[src/rtl/tmr_pkg.sv]
package tmr_pkg;
  localparam int unsigned OFF_CMP2  = 4'hA;
  localparam int unsigned OFF_CNT   = 4'hC;
  localparam int unsigned OFF_SETUP = 4'hE;

  localparam int unsigned CFG_W     = 12;
  localparam int unsigned SCALE_W   = 4;
  localparam int unsigned BIT_FAST  = 4;
  localparam int unsigned BIT_MODE  = 8;
  localparam int unsigned BIT_LOCK  = 12;
  localparam int unsigned BIT_F1    = 13;
  localparam int unsigned BIT_F2    = 14;
  localparam int unsigned BIT_EN    = 15;

  typedef enum logic [1:0] {
    CMP_OFF    = 2'b00,
    CMP_EQ     = 2'b01,
    CMP_GE     = 2'b10,
    CMP_GE_IRQ = 2'b11
  } cmp_mode_e;
endpackage

[src/rtl/tmr_prescaler.sv]
module tmr_prescaler #(
  parameter int unsigned PRE_W   = 15,
  parameter int unsigned SCALE_W = 4
) (
  input  logic               clk_i,
  input  logic               rst_ni,
  input  logic               en_i,
  input  logic               sel_fast_i,
  input  logic               slow_tick_i,
  input  logic               fast_tick_i,
  input  logic [SCALE_W-1:0] scale_i,
  output logic               tick_o
);
  logic [PRE_W-1:0] pre_q, mask;
  logic             src;

  assign src    = sel_fast_i ? fast_tick_i : slow_tick_i;
  assign mask   = ~({PRE_W{1'b1}} << scale_i);
  assign tick_o = en_i & src & ((pre_q & mask) == mask);

  always_ff @(posedge clk_i or negedge rst_ni) begin
    if (!rst_ni)    pre_q <= '0;
    else if (!en_i) pre_q <= '0;
    else if (src)   pre_q <= pre_q + 1'b1;
  end
endmodule

[src/rtl/tmr_setup_reg.sv]
module tmr_setup_reg
  import tmr_pkg::*;
#(
  parameter int unsigned DW = 16
) (
  input  logic             clk_i,
  input  logic             rst_ni,
  input  logic             wr_i,
  input  logic [DW-1:0]    wdata_i,
  input  logic             ev2_i,
  output logic [CFG_W-1:0] cfg_o,
  output logic             locked_o,
  output logic             en_o,
  output logic             f1_o,
  output logic             f2_o
);
  logic clr1, clr2;
  assign clr1 = wr_i & wdata_i[BIT_F1];
  assign clr2 = wr_i & wdata_i[BIT_F2];

  always_ff @(posedge clk_i or negedge rst_ni) begin
    if (!rst_ni) begin
      cfg_o    <= '0;
      locked_o <= 1'b0;
      en_o     <= 1'b0;
      f1_o     <= 1'b0;
      f2_o     <= 1'b0;
    end else begin
      if (wr_i && !locked_o) begin
        cfg_o    <= wdata_i[CFG_W-1:0];
        locked_o <= 1'b1;
      end
      if (wr_i) en_o <= wdata_i[BIT_EN];
      if (clr1) f1_o <= 1'b0;
      // clear wins over a same-cycle event
      if (clr2)       f2_o <= 1'b0;
      else if (ev2_i) f2_o <= 1'b1;
    end
  end
endmodule

[src/rtl/tmr_counter.sv]
module tmr_counter
  import tmr_pkg::*;
#(
  parameter int unsigned DW = 16
) (
  input  logic          clk_i,
  input  logic          rst_ni,
  input  logic          cnt_wr_i,
  input  logic          cmp_wr_i,
  input  logic [DW-1:0] wdata_i,
  input  logic          tick_i,
  input  logic          en_i,
  input  cmp_mode_e     mode_i,
  output logic [DW-1:0] cnt_o,
  output logic [DW-1:0] cmp_o,
  output logic          ev_o
);
  logic hit;

  always_comb begin
    unique case (mode_i)
      CMP_EQ:             hit = (cnt_o == cmp_o);
      CMP_GE, CMP_GE_IRQ: hit = (cnt_o >= cmp_o);
      default:            hit = 1'b0;
    endcase
  end
  assign ev_o = en_i & hit;

  always_ff @(posedge clk_i or negedge rst_ni) begin
    if (!rst_ni) begin
      cnt_o <= '0;
      cmp_o <= '0;
    end else begin
      if (cmp_wr_i)    cmp_o <= wdata_i;
      if (cnt_wr_i)    cnt_o <= wdata_i;
      else if (tick_i) cnt_o <= cnt_o + 1'b1;
    end
  end
endmodule

[src/rtl/tmr_channel.sv]
module tmr_channel
  import tmr_pkg::*;
#(
  parameter int unsigned DW    = 16,
  parameter int unsigned AW    = 4,
  parameter int unsigned PRE_W = 15
) (
  input  logic          clk_i,
  input  logic          rst_ni,
  input  logic          req_i,
  input  logic          we_i,
  input  logic [AW-1:0] addr_i,
  input  logic [DW-1:0] wdata_i,
  output logic [DW-1:0] rdata_o,
  input  logic          slow_tick_i,
  input  logic          fast_tick_i,
  output logic          irq_o
);
  logic             wr, rd, sel_cmp, sel_cnt, sel_set;
  logic [CFG_W-1:0] cfg_q;
  logic             locked_q, en_q, f1_q, f2_q, tick, ev2;
  logic [DW-1:0]    cnt_q, cmp_q, setup_rd, rd_mux;
  cmp_mode_e        mode;

  assign wr      = req_i & we_i;
  assign rd      = req_i & ~we_i;
  assign sel_cmp = (addr_i == AW'(OFF_CMP2));
  assign sel_cnt = (addr_i == AW'(OFF_CNT));
  assign sel_set = (addr_i == AW'(OFF_SETUP));
  assign mode    = cmp_mode_e'(cfg_q[BIT_MODE +: 2]);

  tmr_setup_reg #(.DW(DW)) i_setup (
    .clk_i, .rst_ni,
    .wr_i    (wr & sel_set),
    .wdata_i,
    .ev2_i   (ev2),
    .cfg_o   (cfg_q),
    .locked_o(locked_q),
    .en_o    (en_q),
    .f1_o    (f1_q),
    .f2_o    (f2_q)
  );

  tmr_prescaler #(.PRE_W(PRE_W), .SCALE_W(SCALE_W)) i_pre (
    .clk_i, .rst_ni,
    .en_i       (en_q),
    .sel_fast_i (cfg_q[BIT_FAST]),
    .slow_tick_i,
    .fast_tick_i,
    .scale_i    (cfg_q[SCALE_W-1:0]),
    .tick_o     (tick)
  );

  tmr_counter #(.DW(DW)) i_cnt (
    .clk_i, .rst_ni,
    .cnt_wr_i (wr & sel_cnt),
    .cmp_wr_i (wr & sel_cmp),
    .wdata_i,
    .tick_i   (tick),
    .en_i     (en_q),
    .mode_i   (mode),
    .cnt_o    (cnt_q),
    .cmp_o    (cmp_q),
    .ev_o     (ev2)
  );

  always_comb begin
    setup_rd            = '0;
    setup_rd[CFG_W-1:0] = cfg_q;
    setup_rd[BIT_LOCK]  = locked_q;
    setup_rd[BIT_F1]    = f1_q;
    setup_rd[BIT_F2]    = f2_q;
    setup_rd[BIT_EN]    = en_q;
    if (sel_cmp)      rd_mux = cmp_q;
    else if (sel_cnt) rd_mux = cnt_q;
    else if (sel_set) rd_mux = setup_rd;
    else              rd_mux = '0;
  end

  always_ff @(posedge clk_i or negedge rst_ni) begin
    if (!rst_ni)  rdata_o <= '0;
    else if (rd)  rdata_o <= rd_mux;
  end

  assign irq_o = f2_q & (mode == CMP_GE_IRQ);
endmodule

[config.mk]
export PLATFORM = sky130hd
export DESIGN_NAME = tmr_channel
export DESIGN_NICKNAME = d
export VERILOG_FILES = /design/src/rtl/tmr_pkg.sv /design/src/rtl/tmr_prescaler.sv /design/src/rtl/tmr_setup_reg.sv /design/src/rtl/tmr_counter.sv /design/src/rtl/tmr_channel.sv
export SDC_FILE = /design/constraint.sdc
export NUM_CORES = 1
export LEC_CHECK = 0
export CAP_MARGIN = 20
export CELL_PAD_IN_SITES_DETAIL_PLACEMENT = 0
export CELL_PAD_IN_SITES_GLOBAL_PLACEMENT = 2
export CORE_MARGIN = 1.5
export CORE_UTILIZATION = 36
export CTS_CLUSTER_DIAMETER = 100
export DETAILED_ROUTE_END_ITERATION = 6
export PLACE_DENSITY_LB_ADDON = 0.2
export SLEW_MARGIN = 20
export SYNTH_ARGS = -nofsm -noshare
export SYNTH_HDL_FRONTEND = slang
export SYNTH_SLANG_ARGS = --single-unit
[constraint.sdc]
create_clock -name clk_i -period 2.85 [get_ports clk_i]
set_input_delay 0.7125 -clock clk_i [delete_from_list [all_inputs] [get_ports clk_i]]
set_output_delay 0.7125 -clock clk_i [all_outputs]
set_load 0.02 [all_outputs]
### After elaboration in Yosys (flattened, before gate mapping)

Cells that the tools add are included.

* reduce and logical (&&, ||, !) cells: 5
* $lt $le $gt $ge: 1
* bitwise operators: 13
* mux-type cells: 11
* $add $sub $neg: 2
* shift operators: 1
* equality and inequality tests: 9

Operators by type and width (count)
* 2-to-1 mux 16 bit: 5
* 2-to-1 mux 15 bit: 2
* adder 16 x 1 -> 16 bit, second input constant: 1
* == test 16 bit: 1
* >= comparator 16 bit: 1
* adder 15 x 1 -> 15 bit, second input constant: 1
* AND 15 bit: 1
* == test 15 bit: 1
* NOT 15 bit: 1
* left shift 15 x 4 -> 15 bit, first input constant: 1
* == test 4 bit, second input constant: 3
* AND 1 bit: 10
* == test 2 bit, second input constant: 2
* nonzero test 2 bit: 2
* 2-to-1 mux 1 bit: 3
* == test 2 x 1 -> 1 bit, second input constant: 1
* inequality test 2 x 1 -> 1 bit, second input constant: 1
* case mux 1 bit (2 select lines): 1
* OR reduction 2 bit: 1
* logical AND 1 bit: 1
* logical NOT 1 bit: 1
* NOT 1 bit: 1

* word-level logic and storage cells: 50
* output and inout bits: 17
* register bits after elaboration: 78
* input bits: 26

### Logic depth before layout (Yosys ltp)

* depth in word-level cells: 7
* depth in mapped cells: 9
* depth with buffers taken out: 8

### By module

Synthesis repeated with hierarchy kept, for this count alone.

* cells, all modules: 441
* area, all modules: 4443.0 um^2

By module, submodules not included
* tmr_counter: area each 1888.1 um^2, seq. area each 800.8 um^2, cells an instance 204, instances 1
* tmr_channel: area each 998.5 um^2, seq. area each 400.4 um^2, cells an instance 99, instances 1
* tmr_prescaler: area each 937.1 um^2, seq. area each 375.4 um^2, cells an instance 103, instances 1
* tmr_setup_reg: area each 619.3 um^2, seq. area each 375.4 um^2, cells an instance 35, instances 1

### Least setup slack after synthesis

No wires, ideal clock.

* kind: input -> register
* start point: input port addr_i[0]
* end point: register i_setup.cfg_o[10]
* setup time: 0.125 ns
* path buffers: 2
* arrival time: 2.213 ns
* data required time: 2.725 ns
* setup slack: 0.512 ns
* cell stages on the path: 6
* cell sequence: and3b_1 -> clkbuf_1 -> and4_1 -> nor2b_1 -> buf_2 -> mux2_2

* cells in the longest elaborated chain, start to end: 3

RTL lines
* from (decl): line tmr_channel.sv:12 `input logic [AW-1:0] addr_i,`
* == test 4 bit: line tmr_channel.sv:29 `assign sel_set = (addr_i == AW'(OFF_SETUP));`
* AND 1 bit: line tmr_channel.sv:34 `.wr_i (wr & sel_set),`
* logical AND 1 bit: line tmr_setup_reg.sv:29 `if (wr_i && !locked_o) begin`
* to (signal assigned): line tmr_setup_reg.sv:30 `cfg_o <= wdata_i[CFG_W-1:0];`
* to (decl): line tmr_setup_reg.sv:11 `output logic [CFG_W-1:0] cfg_o,`

No other way between the ends.
A chain may end at the register's enable or synchronous reset.

### Final worst setup path

* start point: input port fast_tick_i
* end point: register i_cnt.cnt_o[11]

* cells in the longest elaborated chain, start to end: 4

RTL lines
* from (decl): line tmr_channel.sv:16 `input logic fast_tick_i,`
* 2-to-1 mux 1 bit: line tmr_prescaler.sv:17 `assign src = sel_fast_i ? fast_tick_i : slow_tick_i;`
* AND 1 bit (2 in a row): line tmr_prescaler.sv:19 `assign tick_o = en_i & src & ((pre_q & mask) == mask);`
* nonzero test 2 bit (no source line)
* to (signal assigned): line tmr_counter.sv:35 `if (cnt_wr_i) cnt_o <= wdata_i;`
* to (signal assigned): line tmr_counter.sv:36 `else if (tick_i) cnt_o <= cnt_o + 1'b1;`
* to (decl): line tmr_counter.sv:14 `output logic [DW-1:0] cnt_o,`

No other way between the ends.

==> out/metrics.csv <==
metric,value,unit
I/O Buffers,42,
CP Data Arrival Time,2750,ps
PwrDens,647.9,nW/um^2
overflow left after global routing,0,
RSZ-0062 raised after global routing,no,
CP Launch Type,input port,
"Cell Area, Synth",4342,sq um
maxcap violations,0,
fill cell count,1158,
Synth Area per Inst,9.563,sq um
Peak Freq,0.4038,GHz
first-pass GRT wire length,18.61,mm
DRC,0,
FP Rows,39,
DP HPWL,8.093,mm
Syn Inst Count,454,
Synth Net Count,498,
R2R setup slack,510,ps
Leak Pwr,2.293,nW
pin slew with the least headroom to its limit,527.9,ps
Tmin final,2477,ps
met3 Track Usage GR,2.839,%
Vias,3403,
fin nets,546,
DR vias/cell,5.235,
CTS max path bufs,2,
Final period util,86.90,%
synth warn,0,
Hold Crit Class,input port to asynchronous set/reset pin,
number of global-route vias before repair,3400,
PnR worst setup slack,373.3,ps
CTS tree,done,
area delta synth->final,22.16,%
RD Place Congestion,0.7855,
die width,112.8,microns
Num CTS Buffers,9,
final setup TNS,0,ps
layout cells sized above 1,11.44,%
Avg WL per Cell,17.16,microns
Die Area,12730,sq um
Clock Pin Slew Worst Setup and Hold Paths,60,ps
Finish-stage setup viols,0,
ys flop type,dfrtp_1,
CP Max Fanout,10,
CP Capture Type,flip-flop,
gr busiest metal,met2,
Root Buffer,clkbuf_16,
"Seq/Total Area, Yosys",44.96,%
R2R Path Start,i_setup.cfg_o[2],
worst setup path start,fast_tick_i,
Pre-Repair DR Iteration Count,4,
critical path type,input port to flip-flop,
Final Max Slew Viols,0,
synthesized flop and latch total,78,
largest net degree at the start of global routing,43,
ANT cells,0,
post-route antenna net violation count,0,
final hold vios,0,
core area,11610,sq um
IO Count,43,
met2 Use GR,30.00,%
GRT Overall Usage,19.11,%
Max H-tree Level,3,
dpl cells,634,
Post-CTS Setup Inserts,0,
status,"complete, no violations",
"non-filler cells, final",650,
"EDFF count, synth",0,
Synth cell types,53,
post-synthesis async set-or-reset flop share,100.0,%
clock latency on the worst-skew pair,340,ps
initial antenna violation count,0,
met1 usage,26.88,%
post-cts sizing count,0,
final wirelength,11.16,mm
clock sink total,78,
hold_ws,339.8,ps
Max transition margin,64.59,%
Place WS,20.77,ps
Required @ worst endpoint,3120,ps
clk_skew,8.149,ps
die height,112.8,microns
CTS Hold Buffers Added,0,
VDD IR max,0.2443,mV
initial core utilization,37.38,%
First DRT Iteration DRCs,171,
-- cells in the final DEF (no fill, tap or decap), types with 2 or more instances in the layout --
cell type,n
nand3_1,12
xnor2_1,10
o21bai_1,2
xor2_1,8
o21ai_1,6
clkbuf_8,2
clkdlybuf4s50_1,41
a21boi_0,4
ha_1,18
a31oi_1,8
nand4b_1,2
and2_1,13
and3_1,3
clkinv_2,3
nand2_1,45
mux2_2,13
a22o_1,15
nor2b_1,5
o31ai_1,2
buf_4,17
nand4_1,12
mux2i_1,2
nor3_1,2
clkbuf_16,9
or3_1,10
inv_1,21
nor2_1,24
a21oi_1,13
nand2b_1,20
o21ai_0,52
buf_12,2
and4_1,6
a21o_1,2
nor4_2,2
dfrtp_1,78
a211oi_1,2
-- kinds of logic (layout without fill, tap and decap cells) --
| logic type | Yosys count | in the layout | share of synthesized area (%) |
|---|---|---|---|
| adder cells (fa/ha/maj) | 18 | 18 | 5.187 |
| AND/OR/NAND/NOR | 164 | 164 | 20.75 |
| buffers and inverters | 44 | 97 | 4.380 |
| multiplexers | 16 | 16 | 4.179 |
| AO/OA/AOI/OAI | 116 | 116 | 16.92 |
| XOR/XNOR | 18 | 18 | 3.631 |
| flip-flops | 78 | 78 | 44.96 |
-- path summary, 6_finish.rpt --
check	endpoint	cells past startpoint
min in group clk_i	rdata_o[8]	2
worst min-delay path	i_cnt.cmp_o[11]	1
worst max register to register	i_cnt.cnt_o[11]	7
max in group asynchronous	i_pre.pre_q[13]	2
worst max-delay path	i_cnt.cnt_o[11]	8
worst min register to register	rdata_o[8]	2
-- cells in the mapped netlist, drive strengths merged, types with 2 or more instances --
master	number	share of area, %
dfrtp	78	45
o21ai	58	6.7
nand2	45	3.9
nor2	24	2.1
inv	21	1.8
nand2b	20	2.9
ha	18	5.2
clkbuf	17	1.5
a22o	15	3.0
mux2	14	3.7
a21oi	13	1.5
and2	13	1.9
nand3	12	1.4
nand4	12	1.7
or3	10	1.4
xnor2	10	2.0
a31oi	8	1.2
xor2	8	1.6
and4	6	1.2
buf	6	1.1
nor2b	5	0.72
a21boi	4	0.69
nor4	4	1.2
a211oi	3	0.63
and3	3	0.43
nand4b	3	0.75
a21o	2	0.35
mux2i	2	0.46
nor3	2	0.23
o211ai	2	0.46
o21bai	2	0.35
o31ai	2	0.35
-- critical path: stages --
cell             delay [ps]
clkdlybuf4s50_1         450
mux2_4                  150
o2111ai_1               140
nor4_2                  370
nand4b_2                200
buf_4                   220
or3_1                   340
a31oi_1                 160
-- registers in the layout (all words and copies together), names as in the netlist --
register and flops:
i_setup.f2_o 1, i_pre.pre_q 15, i_cnt.cnt_o 16, i_cnt.cmp_o 16, rdata_o 16, i_setup.en_o 1, i_setup.cfg_o 12, i_setup.locked_o 1
-- metal layers --
layer / part of all wire [%] / vias up / routed length [microns]
met5: 0 / - / 0
met4: 1.8 / 0 / 199
met2: 46 / 66 / 5152
met1: 49 / 1613 / 5463
li1: - / 1710 / -
met3: 3.0 / 14 / 340
-- report_power, final --
part	switching [mW]	total [mW]	internal, mW
clock	0.463	1.19	0.722
sequential	0.183	1.47	1.28
combinational	0.406	0.784	0.378
-- per-stage QoR --
stage          area (sq um)  utilization (%)  power, mW
2_1_floorplan          4342                -      1.965
3_3_place_gp           5002            43.07      2.261
6_report               5304            45.67      3.436
3_5_place_dp           5002            43.07      2.281
4_1_cts                5304            45.67      3.489
5_1_grt                5304            45.67      3.664
-- area by class of cell --
class / instances / area, sq um / area share [%]
Sequential cell: 78 / 1952 / 36.80
Multi-Input combinational cell: 332 / 2215 / 41.76
Timing Repair Buffer: 60 / 578.1 / 10.90
Clock inverter: 4 / 45.04 / 0.8493
Inverter: 21 / 78.83 / 1.486
Clock buffer: 12 / 256.5 / 4.836
Tap cell: 143 / 178.9 / 3.373
Note: power is estimated with default switching activity, not from simulation.
